===== config.mk =====
export PLATFORM = sky130hd
export DESIGN_NAME = pkt_lane_serializer
export DESIGN_NICKNAME = d
export VERILOG_FILES = /design/src/rtl/pls_pkg.sv /design/src/rtl/pls_lane_slicer.sv /design/src/rtl/pls_dip_gen.sv /design/src/rtl/pkt_lane_serializer.sv
export SDC_FILE = /design/constraint.sdc
export NUM_CORES = 1
export LEC_CHECK = 0
export BUFFER_PORTS_ARGS = -buffer_cell sky130_fd_sc_hd__clkbuf_2
export CAP_MARGIN = 20
export CORE_ASPECT_RATIO = 1.4
export CORE_MARGIN = 4
export CORE_UTILIZATION = 47
export DETAILED_ROUTE_END_ITERATION = 10
export GPL_ROUTABILITY_DRIVEN = 0
export PLACE_DENSITY = 0.77
export RECOVER_POWER = 50
export SYNTH_ARGS = -nofsm -noshare
export SYNTH_HDL_FRONTEND = slang
export SYNTH_HIERARCHICAL = 1
export SYNTH_SLANG_ARGS = --single-unit

===== constraint.sdc =====
create_clock -name clk -period 2.7 [get_ports clk]
set_clock_uncertainty 0.05 [all_clocks]
set_input_delay 0.135 -clock clk [delete_from_list [all_inputs] [get_ports clk]]
set_output_delay 0.135 -clock clk [all_outputs]
set_load 0.02 [all_outputs]

===== src/rtl/pls_pkg.sv =====
package pls_pkg;

  typedef enum logic [1:0] {
    SEL_IDLE   = 2'd0,
    SEL_SOPCTL = 2'd1,
    SEL_ENDCTL = 2'd2,
    SEL_DATA   = 2'd3
  } lane_sel_e;

  localparam logic [1:0] ENDST_NONE  = 2'b00;
  localparam logic [1:0] ENDST_ABORT = 2'b01;
  localparam logic [1:0] ENDST_TWO   = 2'b10;
  localparam logic [1:0] ENDST_ONE   = 2'b11;

  // Bits of the 16-bit sum feeding parity bit i: diagonal grouping.
  function automatic logic [15:0] par_mask(input int i);
    logic [15:0] m;
    m = '0;
    for (int j = 0; j < 16; j++) begin
      if (((j + j / 4) % 4) == i) m[j] = 1'b1;
    end
    return m;
  endfunction

endpackage


===== src/rtl/pls_lane_slicer.sv =====
module pls_lane_slicer #(
  parameter int WORD_W = 64,
  parameter int LANE_W = 16,
  localparam int LANES  = WORD_W / LANE_W,
  localparam int BPL    = LANE_W / 8,
  localparam int IDX_W  = $clog2(LANES),
  localparam int CNT_W  = $clog2(LANES + 1),
  localparam int MOD_W  = $clog2(WORD_W / 8),
  localparam int BCNT_W = $clog2(BPL + 1)
) (
  input  logic [WORD_W-1:0] word,
  input  logic [IDX_W-1:0]  idx,
  input  logic              eop,
  input  logic [MOD_W-1:0]  mod,
  output logic [LANE_W-1:0] lane,
  output logic [CNT_W-1:0]  nlanes,
  output logic [BCNT_W-1:0] last_bytes
);

  logic partial;
  assign partial = eop && (mod != '0);

  always_comb begin
    int nl;
    int lb;
    if (partial) begin
      nl = (int'(mod) + BPL - 1) / BPL;
      lb = int'(mod) - (nl - 1) * BPL;
    end else begin
      nl = LANES;
      lb = BPL;
    end
    nlanes     = CNT_W'(nl);
    last_bytes = BCNT_W'(lb);
  end

  always_comb begin
    lane = word[WORD_W-1 - int'(idx)*LANE_W -: LANE_W];
    for (int b = 0; b < BPL; b++) begin
      if (partial && ((int'(idx) * BPL + b) >= int'(mod)))
        lane[LANE_W-1 - b*8 -: 8] = 8'h00;
    end
  end

endmodule


===== src/rtl/pls_dip_gen.sv =====
module pls_dip_gen #(
  parameter int LANE_W = 16
) (
  input  logic              clk,
  input  logic              rst_n,
  input  logic              is_ctl,
  input  logic [LANE_W-1:0] data_word,
  input  logic [11:0]       ctl_hdr,
  output logic [3:0]        dip
);

  logic [15:0] acc;
  logic [15:0] sum;

  assign sum = acc ^ {ctl_hdr, 4'hF};

  for (genvar i = 0; i < 4; i++) begin : g_fold
    assign dip[i] = ^(sum & pls_pkg::par_mask(i));
  end

  always_ff @(posedge clk) begin
    if (!rst_n)      acc <= '0;
    else if (is_ctl) acc <= '0;
    else             acc <= acc ^ data_word;
  end

  // a control word restarts the parity window
  a_r8_window_restart: assert property (@(posedge clk) disable iff (!rst_n)
    is_ctl |=> (acc == 16'h0));

endmodule


===== src/rtl/pkt_lane_serializer.sv =====
module pkt_lane_serializer #(
  parameter int WORD_W = 64,
  parameter int LANE_W = 16,
  parameter int CHAN_W = 8,
  localparam int LANES  = WORD_W / LANE_W,
  localparam int BPL    = LANE_W / 8,
  localparam int IDX_W  = $clog2(LANES),
  localparam int CNT_W  = $clog2(LANES + 1),
  localparam int MOD_W  = $clog2(WORD_W / 8),
  localparam int BCNT_W = $clog2(BPL + 1)
) (
  input  logic              clk,
  input  logic              rst_n,
  input  logic              in_valid,
  output logic              in_ready,
  input  logic [WORD_W-1:0] in_data,
  input  logic              in_sop,
  input  logic              in_eop,
  input  logic [MOD_W-1:0]  in_mod,
  input  logic [CHAN_W-1:0] in_chan,
  input  logic              in_err,
  output logic [LANE_W-1:0] lane_data,
  output logic              lane_ctl
);
  import pls_pkg::*;

  // held word
  logic              busy;
  logic [IDX_W-1:0]  idx;
  logic [WORD_W-1:0] w_data;
  logic              w_sop_pend;
  logic              w_eop;
  logic [MOD_W-1:0]  w_mod;
  logic [CHAN_W-1:0] w_chan;
  logic              w_err;
  // end word owed to the lane
  logic              pend_eop;
  logic [1:0]        pend_st;
  logic [CHAN_W-1:0] pend_chan;

  logic [LANE_W-1:0] lane_w;
  logic [CNT_W-1:0]  nlanes;
  logic [BCNT_W-1:0] last_bytes;
  logic              last;
  lane_sel_e         sel;
  logic              issue_last;
  logic              accept;
  logic [1:0]        word_st;
  logic [11:0]       hdr;
  logic [3:0]        dip;

  pls_lane_slicer #(.WORD_W(WORD_W), .LANE_W(LANE_W)) u_slicer (
    .word       (w_data),
    .idx        (idx),
    .eop        (w_eop),
    .mod        (w_mod),
    .lane       (lane_w),
    .nlanes     (nlanes),
    .last_bytes (last_bytes)
  );

  assign last = ({1'b0, idx} == (nlanes - CNT_W'(1)));

  always_comb begin
    if (busy) begin
      if (w_sop_pend)    sel = SEL_SOPCTL;
      else if (pend_eop) sel = SEL_ENDCTL;
      else               sel = SEL_DATA;
    end else begin
      sel = pend_eop ? SEL_ENDCTL : SEL_IDLE;
    end
  end

  assign issue_last = (sel == SEL_DATA) && last;
  assign in_ready   = !busy || issue_last;
  assign accept     = in_valid && in_ready;

  always_comb begin
    if (w_err)                        word_st = ENDST_ABORT;
    else if (last_bytes == BCNT_W'(1)) word_st = ENDST_ONE;
    else                              word_st = ENDST_TWO;
  end

  always_comb begin
    unique case (sel)
      SEL_SOPCTL: hdr = {1'b1, (pend_eop ? pend_st : ENDST_NONE), 1'b1, w_chan};
      SEL_ENDCTL: hdr = {1'b0, pend_st, 1'b0, pend_chan};
      default:    hdr = '0;
    endcase
  end

  pls_dip_gen #(.LANE_W(LANE_W)) u_dip (
    .clk       (clk),
    .rst_n     (rst_n),
    .is_ctl    (lane_ctl),
    .data_word (lane_w),
    .ctl_hdr   (hdr),
    .dip       (dip)
  );

  assign lane_ctl  = (sel != SEL_DATA);
  assign lane_data = lane_ctl ? {hdr, dip} : lane_w;

  always_ff @(posedge clk) begin
    if (!rst_n) begin
      busy       <= 1'b0;
      idx        <= '0;
      w_data     <= '0;
      w_sop_pend <= 1'b0;
      w_eop      <= 1'b0;
      w_mod      <= '0;
      w_chan     <= '0;
      w_err      <= 1'b0;
      pend_eop   <= 1'b0;
      pend_st    <= ENDST_NONE;
      pend_chan  <= '0;
    end else begin
      unique case (sel)
        SEL_SOPCTL: begin
          w_sop_pend <= 1'b0;
          pend_eop   <= 1'b0;
        end
        SEL_ENDCTL: pend_eop <= 1'b0;
        SEL_DATA: begin
          idx <= idx + IDX_W'(1);
          if (last) begin
            busy <= 1'b0;
            if (w_eop) begin
              pend_eop  <= 1'b1;
              pend_st   <= word_st;
              pend_chan <= w_chan;
            end
          end
        end
        default: ;
      endcase
      if (accept) begin
        busy       <= 1'b1;
        idx        <= '0;
        w_data     <= in_data;
        w_sop_pend <= in_sop;
        w_eop      <= in_eop;
        w_mod      <= in_mod;
        w_chan     <= in_chan;
        w_err      <= in_err;
      end
    end
  end

  // an accepted start word is announced on the very next lane word
  a_r3_start_announced: assert property (@(posedge clk) disable iff (!rst_n)
    (accept && in_sop) |=> (lane_ctl && lane_data[15] && lane_data[12]));

  // an end word follows the last payload of an end-flagged word
  a_r5_end_follows: assert property (@(posedge clk) disable iff (!rst_n)
    (issue_last && w_eop) |=> (lane_ctl && (lane_data[14:13] != 2'b00)));

  // back-to-back end and start share one control word
  a_r9_merged: assert property (@(posedge clk) disable iff (!rst_n)
    (issue_last && w_eop && accept && in_sop) |=>
      (lane_data[15] && lane_data[12] && (lane_data[14:13] != 2'b00)));

  // the lane index never passes the word's lane count
  a_r6_idx_range: assert property (@(posedge clk) disable iff (!rst_n)
    busy |-> ({1'b0, idx} < nlanes));

  // a held, unfinished word is not replaced
  a_r11_hold: assert property (@(posedge clk) disable iff (!rst_n)
    (busy && !in_ready) |=> ($stable(w_data) && busy));

  // with nothing owed, the lane idles with a zero header
  a_r10_idle: assert property (@(posedge clk) disable iff (!rst_n)
    (!busy && !pend_eop) |-> (lane_ctl && (lane_data[15:4] == 12'h000)));

endmodule


==> results.py, run 1 <==
metrics = {
    "worst_setup_path": {
        "critical_path_arrival_ns": 3.04,
        "end_kind": "flip-flop",
        "cp_cell_sequence": "buf_6 > ha_4 > xnor2_4 > nor3_2 > inv_1 > ha_4 > xor2_2 > nand3_2 > o41ai_4 > buf_4 > buf_12 > clkbuf_16 > mux2i_1",
        "critical_path_class": "flip-flop to flip-flop",
        "worstPathMaxFanout": 8,
        "cpMostUsedCell": "ha_4",
        "cpMaxStageDelayCell": "dfxtp_2",
        "critical_path.max_stage_delay_ns": 0.33,
        "cp-start-kind": "flip-flop",
        "required_ns": 2.91,
    },
    "synthesis": {
        "synthXorXnorAreaFrac_pct": 7.787,
        "synth_fa_ha_area_share_pct": 1.346,
        "synth_top_family_by_area": "multiplexers",
        "ys_seq_elements": 108,
        "yosysUniqueCellTypes": 41,
        "syn-num-nets": 671,
        "async_reset_ff_share_pct": 0,
        "synth_area_leaders": "dfxtp_1, mux2i_1, nand2_1",
        "syn_area_per_cell_um2": 9.547,
        "yosys_most_used_dff": "dfxtp_1",
        "synth-simple-area-share_pct": 18.36,
        "synth_edf_count": 0,
        "synth_area_um2": 5575,
        "synth-compound-area-share_pct": 6.598,
        "synth_top_area_cell": "dfxtp_1",
        "netlist.area_leader.share_pct": 38.78,
        "ys_seq_area_share_pct": 38.78,
        "syn_inst": 584,
        "yosys_warnings": 6,
        "yosys-mux-area-fraction_pct": 22.37,
    },
    "layout": {
        "final_cell_area_um2": 7601,
        "final_common_cell": "nand2_1",
        "fillers": 811,
        "fin_util_pct": 66.36,
        "num-nets-final": 840,
        "layout_common_cells": "nand2_1, dfxtp_1, clkbuf_2, mux2i_1, dlygate4sd3_1",
        "drive_gt1_share_pct": 24.27,
        "stdcell_count": 902,
        "areaGrowthSynthToFinish_pct": 36.33,
        "diodes": 0,
    },
    "timing": {
        "fin_crit_ns": 2.830,
        "post-route-period-util_pct": 104.8,
        "worst_pin_slew_ns": 0.6401,
        "max_freq_ghz": 0.3533,
        "rsz0062_at_grt": "true",
        "worst_slack_ns": -0.1301,
        "drv_slew": 0,
        "finalSetupViolCount": 76,
        "whs_ns": 0.009155,
        "hold_viol_final": 0,
        "slew_headroom_pct": 57.33,
    },
    "floorplan": {
        "ioPinCount": 99,
        "design.core.area_um2": 11450,
        "fp.dieArea_um2": 13690,
        "num_rows": 46,
        "initial_utilization_pct": 48.68,
        "die_h_um": 136.9,
        "die_x_um": 100.1,
    },
    "placement": {
        "placed_area_um2": 6286,
        "hpwlAfterDp_um": 9956,
        "dp.cells": 808,
        "io_buffers": 98,
    },
    "routing": {
        "route.detailed.wl_per_inst_um": 17.92,
        "dr.pass1.iters": 5,
        "drt_iter0_drc": 322,
        "vias_per_cell": 5.466,
        "ant_nets": 0,
        "num_vias": 4930,
        "drc": 0,
        "routed_wl_um": 16160,
    },
    "hold_path": {
        "hp-class": "input port to flip-flop",
    },
    "run_status": {
        "outcome": "complete, but fails checks",
        "failed_checks": "negative setup slack",
    },
    "clock_tree": {
        "root_buffer": "clkbuf_16",
        "cts_tree": "built",
        "clkTransAtPathRegs_ns": 0.07,
        "cts_buffers": 9,
        "clock_latency_ns": 0.34,
        "cts_buffer_depth": 2,
        "cts_sinks": 108,
        "htree_num_levels": 3,
    },
    "global_routing": {
        "grt_pass1_wl_um": 23850,
        "antenna_found_initial": 0,
        "grt_util_all_layers_pct": 21.92,
        "overflow": 0,
        "grt_max_degree": 133,
        "grt_pass1_vias": 4983,
    },
    "power": {
        "cellLeakagePower_nw": 3.403,
        "ir_drop_mv": 0.4025,
        "power_density_nw_per_um2": 514.8,
    },
    "job": {
        "drv_cap": 0,
    },
}
==> sequential cells by signal (all words and copies together) (netlist names) <==
| signal | cells |
|---|---|
| busy | 1 |
| idx | 2 |
| pend_chan | 8 |
| pend_eop | 1 |
| pend_st | 2 |
| u_dip/acc | 16 |
| w_chan | 8 |
| w_data | 64 |
| w_eop | 1 |
| w_err | 1 |
| w_mod | 3 |
| w_sop_pend | 1 |
==> power by group <==
group | switching (mW) | leakage (nW) | internal (mW) | total [mW]
Sequential | 0.0602 | 0.886 | 1.68 | 1.74
Combinational | 0.358 | 2.36 | 0.395 | 0.753
Clock | 0.585 | 0.159 | 0.839 | 1.42
Total | 1.00 | 3.40 | 2.91 | 3.91
==> path summary, 6_finish.rpt <==
path,slack (ns),end,startpoint,cells past startpoint
setup / recovery,-0.13,w_data[3],w_mod[0],13
hold reg to reg,0.40,w_data[39],w_data[39],2
hold / removal,0.009,w_data[1],in_data[1],3
setup reg to reg,-0.13,w_data[3],w_mod[0],13
==> through the flow <==
stage          setup TNS (ns)  worst slack, ns  power (mW)
2_1_floorplan               0         0.002818       2.165
3_3_place_gp                0          0.06321       2.332
3_5_place_dp           -3.536         -0.09517       2.354
4_1_cts              -0.01688         -0.01688       3.837
5_1_grt                -11.62          -0.2138       4.053
6_report               -4.682          -0.1301       3.913
==> final cells by class <==
| type | count | area [um^2] | share of cell area, % |
|---|---|---|---|
| clock inverters | 6 | 86.33 | 1.136 |
| inverters | 10 | 37.54 | 0.4938 |
| well taps | 144 | 180.2 | 2.370 |
| flip-flops and latches | 108 | 2175 | 28.61 |
| multi-input cells | 425 | 3278 | 43.13 |
| repair buffers | 199 | 1605 | 21.12 |
| clock buffers | 10 | 239.0 | 3.144 |
==> cell families after synthesis <==
group | after synthesis
AO/OA/AOI/OAI | 42
adder cells (fa/ha/maj) | 6
XOR/XNOR | 37
flip-flops | 108
AND/OR/NAND/NOR | 238
multiplexers | 102
buffers and inverters | 51
==> Yosys cell counts, types with 6 or more instances <==
cell type / instances
nand2_1: 168
dfxtp_1: 108
mux2i_1: 86
clkbuf_1: 29
a22o_1: 24
xnor2_1: 22
nor2b_1: 21
nor2_1: 20
inv_1: 9
mux4_2: 9
xnor3_1: 8
mux4_1: 7
xor2_1: 7
and2b_1: 6
ha_1: 6
==> repair_timing <==
| action | in CTS | in global routing |
|---|---|---|
| hold buffers | 66 | 0 |
| buffers inserted | 2 | 5 |
| endpoints found under the hold margin | 66 | 0 |
| pin swaps | 1 | 7 |
| cloned | 0 | 5 |
| setup endpoints to repair | 76 | 82 |
| resized for setup | 7 | 29 |
==> metal layers <==
metal  vias up  share of wire (%)  global-route usage, %
met5         -                  0                      0
met2       178                 53                  40.65
met1      2387                 38                  24.00
met4         0                4.1                  10.19
met3        48                4.9                  3.825
li1       2317                  -                      -
==> worst max-delay path, delay by kind of cell, from the launching register on <==
kind | cells | cell delay [ns]
mux | 1 | 0.21
buf+inv | 5 | 0.76
compound gates | 1 | 0.30
fa+ha+maj | 2 | 0.45
simple gates | 2 | 0.33
xor+xnor | 2 | 0.31
flops | 1 | 0.33
No activity file was read; power rests on OpenSTA's default activity.
==> run 2: changes to the inputs <==
Settings changed: REMOVE_ABC_BUFFERS from default to 1.
==> run 2 against run 1 <==
  * Register-to-register slack better by 0.16 ns
  * Clock-buffer cell count up 2
  * Clock power down 5%
  * Sequential share of layout area up 0.13 points
  * Power down 2.4%
  * Sequential cell count unchanged
  * Routed wire length down 4.9%
  * Worst setup slack better by 0.16 ns
  * Utilization down 0.33 points
  * Via count down 1.9%
  * Critical endpoint is now w_data[60]
  * Hold slack better by 0.00068 ns
  * The run now ends clean
  * Sequential power about the same
==> results.py, run 2 (same netlist as run 1, synthesis figures left out) <==
metrics = {
    "run_status": {
        "outcome": "finished, final reports clean",
    },
    "layout": {
        "areaGrowthSynthToFinish_pct": 35.66,
        "fin_util_pct": 66.04,
        "final_common_cell": "nand2_1",
        "seq_area_um2": 2173,
        "largest_reg_flops": 64,
        "largest_register": "w_data",
        "top_regs": "w_data x64, u_dip/acc x16",
        "fillers": 831,
        "drive_gt1_share_pct": 24.25,
        "multiInputGateArea_um2": 3256,
        "num-nets-final": 845,
        "layout_common_cells": "nand2_1, dfxtp_1, clkbuf_2, mux2i_1, dlygate4sd3_1",
    },
    "floorplan": {
        "die_x_um": 100.1,
        "design.core.area_um2": 11450,
        "fp.dieArea_um2": 13690,
        "num_rows": 46,
        "ioPinCount": 99,
        "initial_utilization_pct": 48.68,
        "die_h_um": 136.9,
    },
    "routing": {
        "vias_per_cell": 5.324,
        "dr.pass1.iters": 4,
        "num_vias": 4834,
        "drc": 0,
        "drt_iter0_drc": 213,
        "route.detailed.wl_per_inst_um": 16.93,
        "ant_nets": 0,
        "routed_wl_um": 15370,
    },
    "worst_setup_path": {
        "critical_path_class": "flip-flop to flip-flop",
        "worstPathMaxFanout": 8,
        "required_ns": 2.91,
        "cp-start-kind": "flip-flop",
        "end_kind": "flip-flop",
        "critical_path_arrival_ns": 2.89,
    },
    "hold_path": {
        "hp-class": "input port to flip-flop",
    },
    "placement": {
        "hpwlAfterDp_um": 9411,
        "io_buffers": 98,
    },
    "timing": {
        "whs_ns": 0.009835,
        "drv_slew": 0,
        "slew_headroom_pct": 51.96,
        "post-route-period-util_pct": 99.05,
        "max_freq_ghz": 0.3739,
        "fin_crit_ns": 2.674,
        "hold_viol_final": 0,
        "finalSetupViolCount": 0,
        "worst_pin_slew_ns": 0.7180,
    },
    "clock_tree": {
        "clkTransAtPathRegs_ns": 0.07,
        "htree_num_levels": 3,
        "root_buffer": "clkbuf_16",
        "cts_sinks": 108,
        "cts_buffers": 9,
        "clock_latency_ns": 0.35,
        "cts_tree": "built",
        "cts_buffer_depth": 2,
    },
    "power": {
        "ir_drop_mv": 0.3117,
        "cellLeakagePower_nw": 3.389,
        "power_density_nw_per_um2": 504.7,
    },
    "global_routing": {
        "grt_pass1_wl_um": 24290,
        "overflow": 0,
        "antenna_found_initial": 1,
        "grt_max_degree": 119,
        "grt_util_all_layers_pct": 22.55,
        "grt_pass1_vias": 5078,
    },
    "job": {
        "drv_cap": 0,
    },
}
-- run 2: changes by cell type in the layout (fill, tap and decap cells not counted), sizes merged --
cell / before / now
buf: 31 / 39
bufinv: 2 / 1
clkbuf: 112 / 108
diode: 0 / 1
dlygate4sd3: 66 / 69
inv: 11 / 10
-- run 2: report_power, final --
| part | internal (mW) | leakage (nW) | switching (mW) | total (mW) |
|---|---|---|---|---|
| logic | 0.387 | 2.35 | 0.344 | 0.730 |
| clock network | 0.768 | 0.149 | 0.585 | 1.35 |
| registers | 1.68 | 0.886 | 0.0571 | 1.73 |
-- run 2: final timing paths --
path | to | slack [ns] | start | cells past startpoint
hold reg to reg | w_data[35] | 0.40 | w_data[35] | 2
setup / recovery | w_data[60] | 0.03 | w_mod[1] | 14
hold / removal | w_data[45] | 0.01 | in_data[45] | 3
setup reg to reg | w_data[60] | 0.03 | w_mod[1] | 14
-- run 2: layer usage --
layer	track usage (%)	up-vias	routed length [um]
met3	4.182	42	806
met4	11.61	0	514
li1	-	2321	-
met5	0	-	0
met1	24.60	2321	5836
met2	41.17	150	8217
-- run 2: what timing repair did --
item                                    4_1_cts  5_1_grt
hold buffers                                 69        0
endpoints found under the setup margin       82       84
gates resized for setup                      26       21
hold endpoints to repair                     69        0
pin swaps                                     8        5
buffers inserted                              9        1
gates cloned                                  3        0
-- run 2: critical path: stages, from the launching register on --
cell     delay, ns
dfxtp_2       0.34
inv_2         0.04
ha_2          0.17
nor2b_4       0.13
nor2_2        0.12
and2_4        0.17
inv_2         0.04
ha_4          0.15
xnor2_1       0.31
nand3_2       0.15
o41ai_4       0.23
buf_6         0.17
buf_8         0.14
buf_12        0.14
mux2i_1       0.23
-- run 2: layout make-up --
class / instances / share of cell area (%)
diodes: 1 / 0.03309
clock buffers: 12 / 3.391
multi-input cells: 425 / 43.04
inverters: 10 / 0.4963
flip-flops and latches: 108 / 28.73
well taps: 144 / 2.382
repair buffers: 204 / 21.29
clock inverters: 4 / 0.6286
-- run 2: metrics by stage --
step                std cells  power, mW  worst slack, ns   TNS [ns]  cell area, um^2
global route              908      3.956          -0.1054     -3.722             7564
CTS                       907      3.798         -0.03791   -0.06548             7473
floorplan                 543      2.124           -3.121    -240.35             5348
detailed placement        810      2.340          -0.1401     -5.311             6246
global placement          810      2.315        -0.007419  -0.007419             6246
finish                    908      3.817          0.02562          0             7564
